### src/rtl/lpstop_pkg.sv
`timescale 1ns/1ps
package lpstop_pkg;

    localparam int NUM_DOM    = 8;
    localparam int DOM_CPU    = 0;
    localparam int DOM_RAM    = 1;
    localparam int DOM_FLASH  = 2;
    localparam int DOM_PORT   = 3;
    localparam int DOM_ADC    = 4;
    localparam int DOM_CMP    = 5;
    localparam int DOM_CLKGEN = 6;
    localparam int DOM_SBUS   = 7;

    // domains kept in standby in the intermediate mode
    localparam logic [NUM_DOM-1:0] S2_STBY_MASK = NUM_DOM'(1) << DOM_RAM;
    // domains whose power in the light mode follows their own enable
    localparam logic [NUM_DOM-1:0] S3_KEEP_MASK =
        (NUM_DOM'(1) << DOM_ADC) | (NUM_DOM'(1) << DOM_CLKGEN);
    localparam logic [NUM_DOM-1:0] S3_STBY_MASK = ~S3_KEEP_MASK;

    localparam logic [1:0] SEL_NONE  = 2'b00;
    localparam logic [1:0] SEL_STOP1 = 2'b01;
    localparam logic [1:0] SEL_STOP2 = 2'b10;
    localparam logic [1:0] SEL_STOP3 = 2'b11;

    typedef enum logic [2:0] {
        ST_RUN,
        ST_STOP1,
        ST_STOP2,
        ST_STOP3,
        ST_RSTHOLD
    } pm_state_e;

    function automatic pm_state_e sel_to_state(input logic [1:0] sel);
        pm_state_e s;
        case (sel)
            SEL_STOP1: s = ST_STOP1;
            SEL_STOP2: s = ST_STOP2;
            default:   s = ST_STOP3;
        endcase
        return s;
    endfunction

endpackage

### src/rtl/lpstop_wake_sync.sv
`timescale 1ns/1ps
module lpstop_wake_sync #(
    parameter int STAGES = 2
) (
    input  logic clk,
    input  logic rst_n,
    input  logic pin_n,
    output logic pin_low
);

    logic [STAGES-1:0] chain_q;

    always_ff @(posedge clk or negedge rst_n) begin
        if (!rst_n) begin
            chain_q <= '1;
        end else begin
            chain_q <= {chain_q[STAGES-2:0], pin_n};
        end
    end

    assign pin_low = ~chain_q[STAGES-1];

    AST_SYNC_LATENCY: assert property (@(posedge clk) disable iff (!rst_n)
        !chain_q[STAGES-2] |=> pin_low);

endmodule

### src/rtl/lpstop_pdflag.sv
`timescale 1ns/1ps
module lpstop_pdflag (
    input  logic       clk,
    input  logic       rst_n,
    input  logic       set_i,
    input  logic       ack_wr_i,
    input  logic       ack_data_i,
    output logic       flag_o,
    output logic [1:0] stat_o
);

    logic flag_q;
    logic clr;

    assign clr = ack_wr_i && ack_data_i;

    // only a true power-on reset clears it; the system reset output does not
    always_ff @(posedge clk or negedge rst_n) begin
        if (!rst_n) begin
            flag_q <= 1'b0;
        end else if (set_i) begin
            flag_q <= 1'b1;
        end else if (clr) begin
            flag_q <= 1'b0;
        end
    end

    assign flag_o = flag_q;
    assign stat_o = {1'b0, flag_q};

    AST_FLAG_SET: assert property (@(posedge clk) disable iff (!rst_n)
        set_i |=> flag_o);
    AST_FLAG_STICKY: assert property (@(posedge clk) disable iff (!rst_n)
        (flag_o && !(ack_wr_i && ack_data_i)) |=> flag_o);
    AST_FLAG_CLEAR: assert property (@(posedge clk) disable iff (!rst_n)
        (ack_wr_i && ack_data_i && !set_i) |=> !flag_o);

endmodule

### src/rtl/lpstop_domain_map.sv
`timescale 1ns/1ps
module lpstop_domain_map
    import lpstop_pkg::*;
(
    input  pm_state_e            state_i,
    input  logic [NUM_DOM-1:0]   keep_en_i,
    output logic [NUM_DOM-1:0]   pwr_on_o,
    output logic [NUM_DOM-1:0]   stby_o
);

    for (genvar d = 0; d < NUM_DOM; d++) begin : g_dom
        logic p;
        logic s;

        always_comb begin
            p = 1'b0;
            s = 1'b0;
            unique case (state_i)
                ST_RUN, ST_RSTHOLD: p = 1'b1;
                ST_STOP1:           p = 1'b0;
                ST_STOP2:           s = S2_STBY_MASK[d];
                ST_STOP3: begin
                    s = S3_STBY_MASK[d];
                    p = S3_KEEP_MASK[d] & keep_en_i[d];
                end
                default:            p = 1'b0;
            endcase
        end

        assign pwr_on_o[d] = p;
        assign stby_o[d]   = s;
    end

endmodule

### src/rtl/lpstop_fsm.sv
`timescale 1ns/1ps
module lpstop_fsm
    import lpstop_pkg::*;
#(
    parameter int RST_CYCLES    = 4,
    parameter bit ILLEGAL_RESET = 1'b1
) (
    input  logic       clk,
    input  logic       rst_n,
    input  logic       stop_req,
    input  logic       stop_en,
    input  logic [1:0] mode_sel,
    input  logic       wake_req,
    input  logic       vdd_low,
    input  logic       dbg_en,
    input  logic       wake_pu_en,
    output pm_state_e  state_o,
    output logic       s1_wake_o,
    output logic       periph_clk_en,
    output logic       dbg_clk_en,
    output logic       io_force_rst,
    output logic       sys_rst,
    output logic       in_stop,
    output logic       wake_pullup
);

    localparam int            CW       = (RST_CYCLES > 1) ? $clog2(RST_CYCLES) : 1;
    localparam logic [CW-1:0] CNT_LAST = CW'(RST_CYCLES - 1);

    pm_state_e     state_q, state_d;
    logic [CW-1:0] cnt_q, cnt_d;
    logic          req_legal;

    assign req_legal = stop_en && (mode_sel != SEL_NONE);

    // next state and hold counter
    always_comb begin
        state_d   = state_q;
        cnt_d     = '0;
        s1_wake_o = 1'b0;
        unique case (state_q)
            ST_RUN: begin
                if (stop_req) begin
                    if (req_legal) begin
                        state_d = sel_to_state(mode_sel);
                    end else if (ILLEGAL_RESET) begin
                        state_d = ST_RSTHOLD;
                    end
                end
            end
            ST_STOP1: begin
                if (wake_req) begin
                    state_d   = ST_RSTHOLD;
                    s1_wake_o = 1'b1;
                end
            end
            ST_STOP2, ST_STOP3: begin
                if (wake_req) begin
                    state_d = ST_RUN;
                end
            end
            ST_RSTHOLD: begin
                if (vdd_low) begin
                    cnt_d = '0;
                end else if (cnt_q == CNT_LAST) begin
                    state_d = ST_RUN;
                end else begin
                    cnt_d = cnt_q + CW'(1);
                end
            end
            default: state_d = ST_RSTHOLD;
        endcase
    end

    // state register
    always_ff @(posedge clk or negedge rst_n) begin
        if (!rst_n) begin
            state_q <= ST_RSTHOLD;
            cnt_q   <= '0;
        end else begin
            state_q <= state_d;
            cnt_q   <= cnt_d;
        end
    end

    // outputs
    always_comb begin
        periph_clk_en = 1'b0;
        dbg_clk_en    = 1'b0;
        io_force_rst  = 1'b0;
        sys_rst       = 1'b0;
        in_stop       = 1'b0;
        wake_pullup   = 1'b0;
        unique case (state_q)
            ST_RUN: begin
                periph_clk_en = 1'b1;
                dbg_clk_en    = 1'b1;
            end
            ST_STOP1: begin
                io_force_rst = 1'b1;
                in_stop      = 1'b1;
                dbg_clk_en   = dbg_en;
                wake_pullup  = wake_pu_en;
            end
            ST_STOP2, ST_STOP3: begin
                in_stop     = 1'b1;
                dbg_clk_en  = dbg_en;
                wake_pullup = wake_pu_en;
            end
            ST_RSTHOLD: begin
                periph_clk_en = 1'b1;
                dbg_clk_en    = 1'b1;
                io_force_rst  = 1'b1;
                sys_rst       = 1'b1;
            end
            default: sys_rst = 1'b1;
        endcase
    end

    assign state_o = state_q;

    AST_DEEP_WAKE_RESET: assert property (@(posedge clk) disable iff (!rst_n)
        (state_q == ST_STOP1 && wake_req) |=> (state_q == ST_RSTHOLD));
    AST_SUPPLY_HOLD: assert property (@(posedge clk) disable iff (!rst_n)
        (state_q == ST_RSTHOLD && vdd_low) |=> (state_q == ST_RSTHOLD));
    AST_LIGHT_WAKE_RUN: assert property (@(posedge clk) disable iff (!rst_n)
        ((state_q == ST_STOP2 || state_q == ST_STOP3) && wake_req) |=> (state_q == ST_RUN));
    AST_STOP_HELD: assert property (@(posedge clk) disable iff (!rst_n)
        ((state_q == ST_STOP1 || state_q == ST_STOP2 || state_q == ST_STOP3) && !wake_req)
        |=> $stable(state_q));

endmodule

### src/rtl/lpstop_ctrl.sv
`timescale 1ns/1ps
module lpstop_ctrl
    import lpstop_pkg::*;
#(
    parameter int RST_CYCLES    = 4,
    parameter bit ILLEGAL_RESET = 1'b1,
    parameter int SYNC_STAGES   = 2
) (
    input  logic               clk,
    input  logic               rst_n,
    input  logic               stop_req,
    input  logic               stop_en,
    input  logic [1:0]         mode_sel,
    input  logic               dbg_en,
    input  logic               adc_stop_on,
    input  logic               clkgen_stop_on,
    input  logic               wake_pin_n,
    input  logic               wake_pu_en,
    input  logic               rti_wake,
    input  logic               rti_en,
    input  logic               vdd_low,
    input  logic               ack_wr,
    input  logic               ack_data,
    output logic [NUM_DOM-1:0] pwr_on,
    output logic [NUM_DOM-1:0] stby,
    output logic               periph_clk_en,
    output logic               dbg_clk_en,
    output logic               io_force_rst,
    output logic               sys_rst,
    output logic               in_stop,
    output logic               wake_pullup,
    output logic [1:0]         stat_rd
);

    logic               pin_low;
    logic               wake_req;
    logic               s1_wake;
    logic               pd_flag;
    logic [NUM_DOM-1:0] keep_en;
    pm_state_e          state;

    lpstop_wake_sync #(
        .STAGES (SYNC_STAGES)
    ) u_sync (
        .clk     (clk),
        .rst_n   (rst_n),
        .pin_n   (wake_pin_n),
        .pin_low (pin_low)
    );

    assign wake_req = pin_low | (rti_wake & rti_en);

    lpstop_fsm #(
        .RST_CYCLES    (RST_CYCLES),
        .ILLEGAL_RESET (ILLEGAL_RESET)
    ) u_fsm (
        .clk           (clk),
        .rst_n         (rst_n),
        .stop_req      (stop_req),
        .stop_en       (stop_en),
        .mode_sel      (mode_sel),
        .wake_req      (wake_req),
        .vdd_low       (vdd_low),
        .dbg_en        (dbg_en),
        .wake_pu_en    (wake_pu_en),
        .state_o       (state),
        .s1_wake_o     (s1_wake),
        .periph_clk_en (periph_clk_en),
        .dbg_clk_en    (dbg_clk_en),
        .io_force_rst  (io_force_rst),
        .sys_rst       (sys_rst),
        .in_stop       (in_stop),
        .wake_pullup   (wake_pullup)
    );

    always_comb begin
        keep_en             = '0;
        keep_en[DOM_ADC]    = adc_stop_on;
        keep_en[DOM_CLKGEN] = clkgen_stop_on;
    end

    lpstop_domain_map u_dom (
        .state_i   (state),
        .keep_en_i (keep_en),
        .pwr_on_o  (pwr_on),
        .stby_o    (stby)
    );

    lpstop_pdflag u_flag (
        .clk        (clk),
        .rst_n      (rst_n),
        .set_i      (s1_wake),
        .ack_wr_i   (ack_wr),
        .ack_data_i (ack_data),
        .flag_o     (pd_flag),
        .stat_o     (stat_rd)
    );

    AST_STOP_CLK_GATED: assert property (@(posedge clk) disable iff (!rst_n)
        in_stop |-> !periph_clk_en);
    AST_DEEP_ALL_OFF: assert property (@(posedge clk) disable iff (!rst_n)
        (state == ST_STOP1) |-> (pwr_on == '0 && stby == '0));
    AST_MID_RAM_ONLY: assert property (@(posedge clk) disable iff (!rst_n)
        (state == ST_STOP2) |-> (pwr_on == '0 && stby == S2_STBY_MASK));
    AST_LIGHT_WAKE_NOFLAG: assert property (@(posedge clk) disable iff (!rst_n)
        ((state == ST_STOP2 || state == ST_STOP3) && wake_req) |=> $stable(pd_flag));

endmodule

### config.mk
export PLATFORM = sky130hd
export DESIGN_NAME = lpstop_ctrl
export DESIGN_NICKNAME = d
export VERILOG_FILES = /design/src/rtl/lpstop_pkg.sv /design/src/rtl/lpstop_wake_sync.sv /design/src/rtl/lpstop_pdflag.sv /design/src/rtl/lpstop_domain_map.sv /design/src/rtl/lpstop_fsm.sv /design/src/rtl/lpstop_ctrl.sv
export SDC_FILE = /design/constraint.sdc
export NUM_CORES = 1
export LEC_CHECK = 0
export ABC_AREA = 1
export BUFFER_PORTS_ARGS = -buffer_cell sky130_fd_sc_hd__buf_4
export CAP_MARGIN = 10
export CELL_PAD_IN_SITES_DETAIL_PLACEMENT = 1
export CELL_PAD_IN_SITES_GLOBAL_PLACEMENT = 1
export CORE_UTILIZATION = 28
export CTS_BUF_LIST = sky130_fd_sc_hd__clkbuf_4
export DETAILED_ROUTE_END_ITERATION = 6
export PLACE_DENSITY = 0.93
export SETUP_SLACK_MARGIN = 0.4
export SLEW_MARGIN = 20
export SYNTH_ARGS = -nofsm -noshare
export SYNTH_HDL_FRONTEND = slang
export SYNTH_SLANG_ARGS = --single-unit
### constraint.sdc
create_clock -name clk -period 1.9 [get_ports clk]
set_input_delay 0.38 -clock clk [delete_from_list [all_inputs] [get_ports clk]]
set_output_delay 0.38 -clock clk [all_outputs]
set_load 0.05 [all_outputs]
==> PnR_summary.wiki <==
{| class="wikitable"
! Metric !! Value
|-
| Outcome || completed
|-
| Max-slew violation count || 0
|-
| Routed wire length || 1.649 mm
|-
| Net load switching power || 1.126 mW
|-
| Routed WL per cell || 11.22 microns
|-
| Wire length of the first global-routing pass || 2.553 mm
|-
| Full die area || 2353 sq um
|-
| Antenna-violating nets left || 0
|-
| Leakage power || 0.5617 nW
|-
| Inst Count DP || 133
|-
| Maximum clock skew at final layout || 0.004687 ns
|-
| Number of different library cells in the post-synthesis netlist || 18
|-
| Largest net degree at the start of global routing || 9
|-
| Share of the clock period used by the worst path after layout || 90.77%
|-
| Clock input transition at the sequential cells of the worst setup and hold paths || 0.05 ns
|-
| Number of buffers added by the clock tree synthesis step || 3
|-
| Number of top-level pins || 40
|-
| Internal power || 0.9583 mW
|-
| Maximum clock rate || 579.8 MHz
|-
| Pwr Density || 1992 nW/um^2
|-
| CTS sink count || 8
|-
| Tot GR Track Use || 14.48%
|-
| # rows || 16
|-
| Required time at the worst-slack endpoint || 1.52 ns
|-
| Yosys reg bits || 8
|-
| Combinational fraction of design power || 79.1%
|-
| Category of the worst setup path launch point || register
|-
| Final layout net count || 138
|-
| Insertion delay to the later sink of the worst-skew pair || 0.26 ns
|-
| Ys Warns || 0
|-
| Arrival time of data at the critical path endpoint || 1.34 ns
|-
| Drc violations || 0
|-
| Area of the core region || 2002 sq um
|-
| Critical path peak fanout || 7
|-
| Fill cell instance count of the final layout || 258
|-
| Synthesized instance count || 86
|-
| Count of max-cap constraint violations || 0
|-
| Netlist area before placement || 605.6 sq um
|-
| Total Negative Setup Slacks || 0 ns
|-
| Remaining global-route overflow || 0
|-
| Number of hold violations in the final report || 0
|-
| Synth-to-layout area growth || 72.73%
|-
| Relative contribution of the clock network to total power || 7.4%
|-
| Final worst path period need || 1.725 ns
|-
| Final worst-path setup slack || 0.1753 ns
|-
| Weighted congestion reported at the end of routability-driven placement || 0.7945
|-
| Initial Util || 30.25%
|-
| Final setup violation count || 0
|-
| Number of buffer cells added on primary ports || 36
|-
| Vias per cell || 4.347
|-
| DR vias || 639
|-
| Maximum resistive drop on vdd || 0.0008077 V
|-
| Post-detailed-placement half-perimeter wirelength || 1.111 mm
|-
| Final cell count without fillers || 147
|-
| Starting DRT DRC Count || 4
|-
| Number of global-route vias before repair || 589
|-
| Worst min path class || in -> reg
|-
| Die width || 48.51 microns
|-
| Buffer depth of the longest clock path || 2
|-
| Root buffer cell || sky130_fd_sc_hd__clkbuf_4
|-
| Hold_ws || 0.2307 ns
|-
| Sequential share of power || 13.4%
|-
| PnR Total Power || 2.084 mW
|-
| Total iterations of the first detailed-routing run || 3
|-
| Setup WS pre-CTS || 0.2829 ns
|-
| Sw Share || 54.01%
|-
| Kind of capture point of the worst setup path || output port
|-
| Number of antenna violations at the first check in global routing || 0
|-
| Number of antenna repair diodes || 0
|-
| Layout cells sized above 1 || 63.33%
|-
| Per-instance average area after synthesis || 7.042 sq um
|-
| Height of the chip || 48.51 microns
|-
| Clock tree from TritonCTS || yes
|-
| RSZ-0062 raised after global routing || true
|-
| Proportion of synthesized chip area in sequential cells || 33.68%
|-
| Deepest level of the CTS H-tree || 1
|-
| CP Class || reg -> out
|}
-- critical path: stages, from the launching register on --
cell and delay (ns):
sky130_fd_sc_hd__dfstp_2 0.56, sky130_fd_sc_hd__inv_4 0.04, sky130_fd_sc_hd__nand2_2 0.05, sky130_fd_sc_hd__inv_2 0.04, sky130_fd_sc_hd__nand2_2 0.07, sky130_fd_sc_hd__inv_4 0.06, sky130_fd_sc_hd__nand2_2 0.06, sky130_fd_sc_hd__nand2_2 0.06
sky130_fd_sc_hd__buf_8 0.15
-- flip-flops by register name, summed over array words and instances (netlist names) --
name,flops
u_sync.chain_q,2
u_fsm.cnt_q,2
u_fsm.state_o,3
u_flag.flag_o,1
-- synthesized netlist by cell type --
| master | number | area, sq um |
|---|---|---|
| sky130_fd_sc_hd__nand2_1 | 30 | 112.6 |
| sky130_fd_sc_hd__buf_4 | 18 | 135.1 |
| sky130_fd_sc_hd__inv_1 | 8 | 30.03 |
| sky130_fd_sc_hd__nor2_1 | 6 | 22.52 |
| sky130_fd_sc_hd__dfrtp_1 | 5 | 125.1 |
| sky130_fd_sc_hd__dfstp_2 | 3 | 78.83 |
| sky130_fd_sc_hd__inv_2 | 2 | 7.510 |
| sky130_fd_sc_hd__nand3_1 | 2 | 10.01 |
| sky130_fd_sc_hd__nand3_2 | 2 | 20.02 |
| sky130_fd_sc_hd__nor3_1 | 2 | 10.01 |
| sky130_fd_sc_hd__a21oi_1 | 1 | 5.000 |
| sky130_fd_sc_hd__clkbuf_1 | 1 | 3.750 |
| sky130_fd_sc_hd__conb_1 | 1 | 3.750 |
| sky130_fd_sc_hd__ha_1 | 1 | 12.51 |
| sky130_fd_sc_hd__nand2_2 | 1 | 6.260 |
| sky130_fd_sc_hd__nor2_2 | 1 | 6.260 |
| sky130_fd_sc_hd__nor2_4 | 1 | 11.26 |
| sky130_fd_sc_hd__o21ai_0 | 1 | 5.000 |
-- path summary, 6_finish.rpt --
check,slack (ns),start,endpoint,depth (start not counted)
setup reg to reg,0.57,u_fsm.state_o[2],u_fsm.state_o[2],9
max in group asynchronous,1.22,rst_n,u_fsm.state_o[2],2
hold / removal,0.23,wake_pin_n,u_sync.chain_q[0],1
min in group asynchronous,0.46,rst_n,u_flag.flag_o,2
hold reg to reg,0.35,u_sync.chain_q[0],u_sync.chain_q[1],0
setup / recovery,0.18,u_fsm.state_o[2],pwr_on[6],8
-- cell families (layout without fill, tap and decap cells) --
logic type                 after synthesis  after routing  share of synthesized area (%)
other                                    1              3                         0.6192
buffers and inverters                   29             61                          29.13
AOI/OAI and AO/OA                        2              2                          1.651
and+or+nand+nor                         45             45                          32.85
adders and majority gates                1              1                          2.066
DFF                                      8              8                          33.68
-- stage by stage --
| stage | instance area, sq um | utilization (%) |
|---|---|---|
| 6_report | 1046 | 52.25 |
| 3_3_place_gp | 800.8 | 40.00 |
| 2_1_floorplan | 635.6 | - |
| 3_5_place_dp | 800.8 | 40.00 |
| 4_1_cts | 998.5 | 49.88 |
| 5_1_grt | 1046 | 52.25 |
-- layout make-up --
class / instances / area (sq um) / share of cell area (%)
Sequential cell: 8 / 206.4 / 19.74
Multi-Input combinational cell: 51 / 272.8 / 26.08
Tap cell: 27 / 33.78 / 3.230
Clock buffer: 4 / 30.03 / 2.871
Inverter: 10 / 42.54 / 4.067
Timing Repair Buffer: 47 / 460.4 / 44.02
-- power by group through the flow --
| stage | logic (mW) | clock network [mW] | registers [mW] |
|---|---|---|---|
| 2_1_floorplan | 1.08 | 0 | 0.277 |
| 3_3_place_gp | 1.24 | 0 | 0.285 |
| 3_5_place_dp | 1.26 | 0 | 0.289 |
| 4_1_cts | 1.59 | 0.166 | 0.277 |
| 5_1_grt | 1.72 | 0.175 | 0.288 |
| 6_report | 1.65 | 0.155 | 0.280 |
-- cells in the final DEF, fill, tap and decap left out, types with 2 or more instances in the layout --
master,n
sky130_fd_sc_hd__nand3_2,2
sky130_fd_sc_hd__inv_1,6
sky130_fd_sc_hd__nand2_2,9
sky130_fd_sc_hd__inv_4,2
sky130_fd_sc_hd__dfrtp_2,2
sky130_fd_sc_hd__conb_1,3
sky130_fd_sc_hd__buf_4,29
sky130_fd_sc_hd__nor2_2,3
sky130_fd_sc_hd__nor3_1,2
sky130_fd_sc_hd__nor2_1,4
sky130_fd_sc_hd__nand2_1,20
sky130_fd_sc_hd__clkbuf_4,4
sky130_fd_sc_hd__dfrtp_1,3
sky130_fd_sc_hd__inv_2,2
sky130_fd_sc_hd__buf_8,11
sky130_fd_sc_hd__dfstp_2,3
sky130_fd_sc_hd__buf_6,6
sky130_fd_sc_hd__nand3_1,2
sky130_fd_sc_hd__nand2_4,2
-- timing repair --
item | 4_1_cts | 5_1_grt
pin swaps | 3 | 0
hold buffers | 1 | 0
endpoints found under the hold margin | 5 | 0
resized for setup | 33 | 8
buffers inserted | 6 | 3
endpoints found under the setup margin | 19 | 20
-- routing by layer --
metal	share of wire, %	global-route usage (%)	vias to the layer above
li1	-	-	305
met1	35	14.54	304
met2	57	26.76	26
met3	6.5	5.346	4
met4	1.5	5.882	0
met5	0	0	-
No activity file was read; power rests on OpenSTA's default activity.
